--- config.mk ---
export PLATFORM = sky130hd
export DESIGN_NAME = mcu_stat_reg
export DESIGN_NICKNAME = d
export VERILOG_FILES = /design/src/rtl/mcu_stat_pkg.sv /design/src/rtl/stat_irq_level.sv /design/src/rtl/stat_osc_flag.sv /design/src/rtl/stat_act_flag.sv /design/src/rtl/stat_div_guard.sv /design/src/rtl/mcu_stat_reg.sv
export SDC_FILE = /design/constraint.sdc
export NUM_CORES = 1
export LEC_CHECK = 0
export ABC_AREA = 1
export BUFFER_PORTS_ARGS = -buffer_cell sky130_fd_sc_hd__buf_4
export CORE_MARGIN = 5
export CORE_UTILIZATION = 35
export DETAILED_ROUTE_END_ITERATION = 10
export GPL_TIMING_DRIVEN = 0
export PLACE_DENSITY = 0.77
export SYNTH_ARGS = -nofsm -noshare
export SYNTH_HDL_FRONTEND = slang
export SYNTH_SLANG_ARGS = --single-unit
export TNS_END_PERCENT = 50
--- constraint.sdc ---
create_clock -name clk -period 1.36 [get_ports clk]
set_clock_uncertainty 0.15 [all_clocks]
set_input_delay 0.204 -clock clk [delete_from_list [all_inputs] [get_ports clk]]
set_output_delay 0.204 -clock clk [all_outputs]
set_load 0.03 [all_outputs]
--- src/rtl/mcu_stat_pkg.sv ---
package mcu_stat_pkg;
  // Status byte layout: activity pairs at the bottom, then oscillator, low, high.
  function automatic int unsigned osc_bit(input int unsigned nports);
    return 2 * nports;
  endfunction

  function automatic int unsigned lo_bit(input int unsigned nports);
    return 2 * nports + 1;
  endfunction

  function automatic int unsigned hi_bit(input int unsigned nports);
    return 2 * nports + 2;
  endfunction
endpackage

--- src/rtl/stat_irq_level.sv ---
module stat_irq_level (
  input  logic clk,
  input  logic rst,
  input  logic enter_hi,
  input  logic enter_lo,
  input  logic ret,
  output logic hi,
  output logic lo
);
  logic drop_hi, drop_lo;

  // A return always targets the highest level in service.
  assign drop_hi = ret && hi;
  assign drop_lo = ret && !hi;

  always_ff @(posedge clk) begin
    if (rst) begin
      hi <= 1'b0;
      lo <= 1'b0;
    end else begin
      if (drop_hi)       hi <= 1'b0;
      else if (enter_hi) hi <= 1'b1;
      if (drop_lo)       lo <= 1'b0;
      else if (enter_lo) lo <= 1'b1;
    end
  end
endmodule

--- src/rtl/stat_osc_flag.sv ---
module stat_osc_flag (
  input  logic clk,
  input  logic rst,
  input  logic restart,
  input  logic ready,
  output logic ok
);
  always_ff @(posedge clk) begin
    if (rst)          ok <= 1'b1;
    else if (restart) ok <= 1'b0;
    else if (ready)   ok <= 1'b1;
  end
endmodule

--- src/rtl/stat_act_flag.sv ---
module stat_act_flag (
  input  logic clk,
  input  logic rst,
  input  logic start,
  input  logic done,
  output logic busy
);
  always_ff @(posedge clk) begin
    if (rst)        busy <= 1'b0;
    else if (done)  busy <= 1'b0;
    else if (start) busy <= 1'b1;
  end
endmodule

--- src/rtl/stat_div_guard.sv ---
module stat_div_guard #(
  parameter int unsigned DIV_W = 2
) (
  input  logic             clk,
  input  logic             rst,
  input  logic             wr_req,
  input  logic [DIV_W-1:0] wr_val,
  input  logic             block,
  output logic [DIV_W-1:0] div
);
  always_ff @(posedge clk) begin
    if (rst)                   div <= '0;
    else if (wr_req && !block) div <= wr_val;
  end
endmodule

--- src/rtl/mcu_stat_reg.sv ---
module mcu_stat_reg #(
  parameter int unsigned NPORTS    = 2,
  parameter int unsigned ADDR_W    = 8,
  parameter int unsigned DATA_W    = 8,
  parameter int unsigned DIV_W     = 2,
  parameter logic [ADDR_W-1:0] STAT_ADDR = 8'hC5,
  parameter logic [ADDR_W-1:0] DIV_ADDR  = 8'hC7
) (
  input  logic              clk,
  input  logic              rst,
  input  logic              irq_enter_hi,
  input  logic              irq_enter_lo,
  input  logic              irq_return,
  input  logic              osc_restart,
  input  logic              osc_ready,
  input  logic [NPORTS-1:0] tx_start,
  input  logic [NPORTS-1:0] tx_done,
  input  logic [NPORTS-1:0] rx_start,
  input  logic [NPORTS-1:0] rx_done,
  input  logic              fallback_en,
  input  logic              bus_wr,
  input  logic [ADDR_W-1:0] bus_addr,
  input  logic [DATA_W-1:0] bus_wdata,
  output logic [DATA_W-1:0] bus_rdata,
  output logic [DATA_W-1:0] stat_byte,
  output logic [DIV_W-1:0]  div_sel
);
  import mcu_stat_pkg::*;

  localparam int unsigned ACT_W  = 2 * NPORTS;
  localparam int unsigned OSC_B  = osc_bit(NPORTS);
  localparam int unsigned LO_B   = lo_bit(NPORTS);
  localparam int unsigned HI_B   = hi_bit(NPORTS);
  localparam int unsigned USED_W = HI_B + 1;

  logic [ACT_W-1:0] act;
  logic             hi_q, lo_q, osc_q;
  logic             div_wr, div_block;

  stat_irq_level u_irq (
    .clk      (clk),
    .rst      (rst),
    .enter_hi (irq_enter_hi),
    .enter_lo (irq_enter_lo),
    .ret      (irq_return),
    .hi       (hi_q),
    .lo       (lo_q)
  );

  stat_osc_flag u_osc (
    .clk     (clk),
    .rst     (rst),
    .restart (osc_restart),
    .ready   (osc_ready),
    .ok      (osc_q)
  );

  // Per port: receive flag in the even bit, transmit flag in the odd bit.
  for (genvar p = 0; p < NPORTS; p++) begin : g_port
    stat_act_flag u_rx (
      .clk   (clk),
      .rst   (rst),
      .start (rx_start[p]),
      .done  (rx_done[p]),
      .busy  (act[2*p])
    );
    stat_act_flag u_tx (
      .clk   (clk),
      .rst   (rst),
      .start (tx_start[p]),
      .done  (tx_done[p]),
      .busy  (act[2*p+1])
    );
  end

  assign div_wr    = bus_wr && (bus_addr == DIV_ADDR);
  assign div_block = fallback_en && (|act);

  stat_div_guard #(.DIV_W(DIV_W)) u_div (
    .clk    (clk),
    .rst    (rst),
    .wr_req (div_wr),
    .wr_val (bus_wdata[DIV_W-1:0]),
    .block  (div_block),
    .div    (div_sel)
  );

  always_comb begin
    stat_byte = '0;
    stat_byte[ACT_W-1:0] = act;
    stat_byte[OSC_B]     = osc_q;
    stat_byte[LO_B]      = lo_q;
    stat_byte[HI_B]      = hi_q;
  end

  always_comb begin
    bus_rdata = '0;
    if (bus_addr == STAT_ADDR)     bus_rdata = stat_byte;
    else if (bus_addr == DIV_ADDR) bus_rdata[DIV_W-1:0] = div_sel;
  end

  if (USED_W > DATA_W) begin : g_bad_width
    initial $error("status flags do not fit the data width");
  end
endmodule

==> metrics.md <==
| Metric | Value |
|---|---|
| I/O pin cnt | 51 |
| Synth area leaders | dfxtp_1 33%, nor2_1 14%, buf_4 12% |
| Largest net degree at the start of global routing | 6 |
| Port bufs | 42 |
| FP Rows | 14 |
| Max-cap violations | 0 |
| Clk sinks | 9 |
| Delay-heaviest family, CP | simple AND/OR/NAND/NOR gates |
| CTS tree | done |
| Fmax | 0.702 GHz |
| Cells after synthesis | 87 |
| Drt first pass iters | 1 |
| Total power draw | 0.697 mW |
| # placed instances | 146 |
| GR Overflow Total | 0 |
| Slowest cell on crit path | nor4_4 |
| Total GRT Usage | 0.142 |
| Sequential share of power | 0.411 |
| Yosys reg bits | 9 |
| PnR worst setup slack | -0.0643 ns |
| # setup viols final | 5 |
| Antenna Nets Post-Route | 0 |
| P_sw | 0.192 mW |
| WP data arrival | 1.07 ns |
| Worst IR drop on VDD | 0.000603 V |
| Vias per cell | 4.23 |
| Register Area | 180 sq um |
| WL final | 1.68 mm |
| Nets | 176 |
| Final std cells w/o fill | 158 |
| CP max FO | 5 |
| Req. time, crit path | 1.01 ns |
| Footprint of the multi-input gates | 267 sq um |
| Vias in the first global route | 708 |
| Die Height | 49.6 um |
| Setup TNS Final | -0.232 ns |
| Diodes inserted | 0 |
| CP peak stage delay | 0.19 ns |
| Hold Crit Class | input pin to flip-flop |
| YS warnings | 0 |
| Yosys top cell by area | dfxtp_1 |
| DPL Wire Length | 1.35 mm |
| Yosys top cell area share | 0.328 |
| Length of routed met2 wiring | 830 um |
| Synth unique cells | 15 |
| Pwr Density | 668 nW/um^2 |
| Unrepaired setup endpoints after global routing | yes |
| Layout fillers | 130 |
| Crit path buffers/inverters | 3 |
| Comb pwr share | 0.300 |
| Initial antenna violation count | 0 |
| Dpl ws | -0.143 ns |
| First-pass GRT wire length | 2.79 mm |
| Syn-to-layout area delta | 89.7% |
| Final GP Congestion | 0.764 |
| Internal | 0.505 mW |
| Vias | 668 |
| DR iter-0 viols | 0 |
| Worst-path clk slew | 0.06 ns |
| Sequential share of the synthesized area | 0.328 |
| Slew Limit Fails | 0 |
| Sw Ratio | 0.276 |
| H-tree levels | 1 |
| Drt drc | 0 |
| Syn Area/Cell | 6.31 sq um |
| Leakage power | 0.570 nW |
| Clk buf depth | 2 |
| Die area | 2460 sq um |
| Total CTS buffers | 3 |
| Clock power frac | 0.289 |
| Root buffer cell | clkbuf_4 |
| Netlist Area Pre-Place | 549 sq um |
| Die X | 49.6 um |
| Final hold violations | 0 |
| Crit path cell chain | buf_8, nor2_4, nand2_2, nor4_4, inv_2, nor2_1, buf_4 |
| Core area | 1490 sq um |
| Initial Util | 0.369 |
| Crit path launch type | input pin |
| Drt wl/cell | 10.6 um |
| Status | complete, but fails checks |
| Share of cells above drive strength 1 | 0.465 |
| Fin crit period | 1.42 ns |
| Tcrit/Tclk final | 1.05 |
| Highest routed layer | met3 |
| Worst-Skew Late Latency | 0.25 ns |
| M1 WL | 663 um |
| Worst setup EP type | primary output |
| Met3 wire len | 181 um |
| CP Class | input pin to primary output |
| Violated checks | negative setup slack |
-- layer usage --
layer	up-vias	global-route usage
met2	33	0.244
li1	359	-
met4	0	0.0655
met1	276	0.147
met5	-	0
met3	0	0.0602
-- sequential cells by signal, summed over array words and instances, names as in the netlist --
| name | count |
|---|---|
| u_irq.lo | 1 |
| g_port.u_tx.busy | 2 |
| u_div.div | 2 |
| g_port.u_rx.busy | 2 |
| u_irq.hi | 1 |
| u_osc.ok | 1 |
-- worst paths after layout --
kind / from / end / slack [ns] / depth (start not counted)
worst min register to register: u_irq.hi / u_irq.hi / 0.33 / 1
worst min-delay path: osc_ready / u_osc.ok / 0.05 / 3
worst max register to register: g_port[1].u_tx.busy / u_div.div[1] / 0.23 / 7
worst max-delay path: bus_addr[5] / bus_rdata[4] / -0.06 / 7
-- per-stage QoR --
step / instance area (sq um) / hold slack, ns / utilization
6_report: 1040 / 0.0481 / 0.700
5_1_grt: 1040 / 0.0611 / 0.700
4_1_cts: 1010 / 0.0410 / 0.676
3_5_place_dp: 888 / 0.220 / 0.597
3_3_place_gp: 888 / 0.216 / 0.597
2_1_floorplan: 553 / 0.131 / -
-- worst reg2reg max path, cell delays in order, from the launching register on --
cell and delay, ns:
dfxtp_1 0.33, nor2_1 0.12, nand2_1 0.06, nand2_1 0.09, inv_1 0.06, nor2_2 0.11, nor2_1 0.05, nor2_1 0.09
-- final cells by class --
class                      count  area share
sequential                     9       0.173
clock buffer                   4      0.0252
timing repair buffer          50       0.399
buffer                         9      0.0648
tap                           16      0.0192
multi-input combinational     53       0.256
inverter                      17      0.0636
-- power groups by stage --
| stage | Clock [mW] | Combinational, mW | Sequential, mW |
|---|---|---|---|
| 3_5_place_dp | 0 | 0.179 | 0.292 |
| 2_1_floorplan | 0 | 0.0910 | 0.290 |
| 4_1_cts | 0.212 | 0.202 | 0.286 |
| 3_3_place_gp | 0 | 0.174 | 0.292 |
| 6_report | 0.201 | 0.209 | 0.286 |
| 5_1_grt | 0.234 | 0.227 | 0.288 |
-- cell usage after synthesis --
master,n
nor2_1,20
inv_1,16
nand2_1,15
buf_4,9
dfxtp_1,9
nor3_1,4
o21ai_0,3
a21oi_1,2
nand4_1,2
nor2_2,2
conb_1,1
inv_2,1
nand2_2,1
nand3_1,1
nor4_4,1
-- logic make-up after synthesis --
kind of cell	after synthesis	synth area share
and+or+nand+nor	46	0.380
DFF	9	0.328
buffers and inverters	26	0.239
AOI/OAI and AO/OA	5	0.0456
other	1	0.00683
-- timing repair --
item	in CTS	in global routing
hold buffers	7	0
gates resized for setup	7	9
buffers inserted	0	1
pin swaps	2	2
endpoints found under the setup margin	7	7
endpoints found under the hold margin	7	0
-- placed cells by master (no fill, tap or decap), drive strengths merged --
master / instances
buf: 52
nor2: 22
inv: 17
nand2: 16
dfxtp: 9
dlygate4sd3: 7
nor3: 4
clkbuf: 4
o21ai: 3
a21oi: 2
nand4: 2
conb: 2
nor4: 1
nand3: 1
Power figures use the tool's default switching activity.
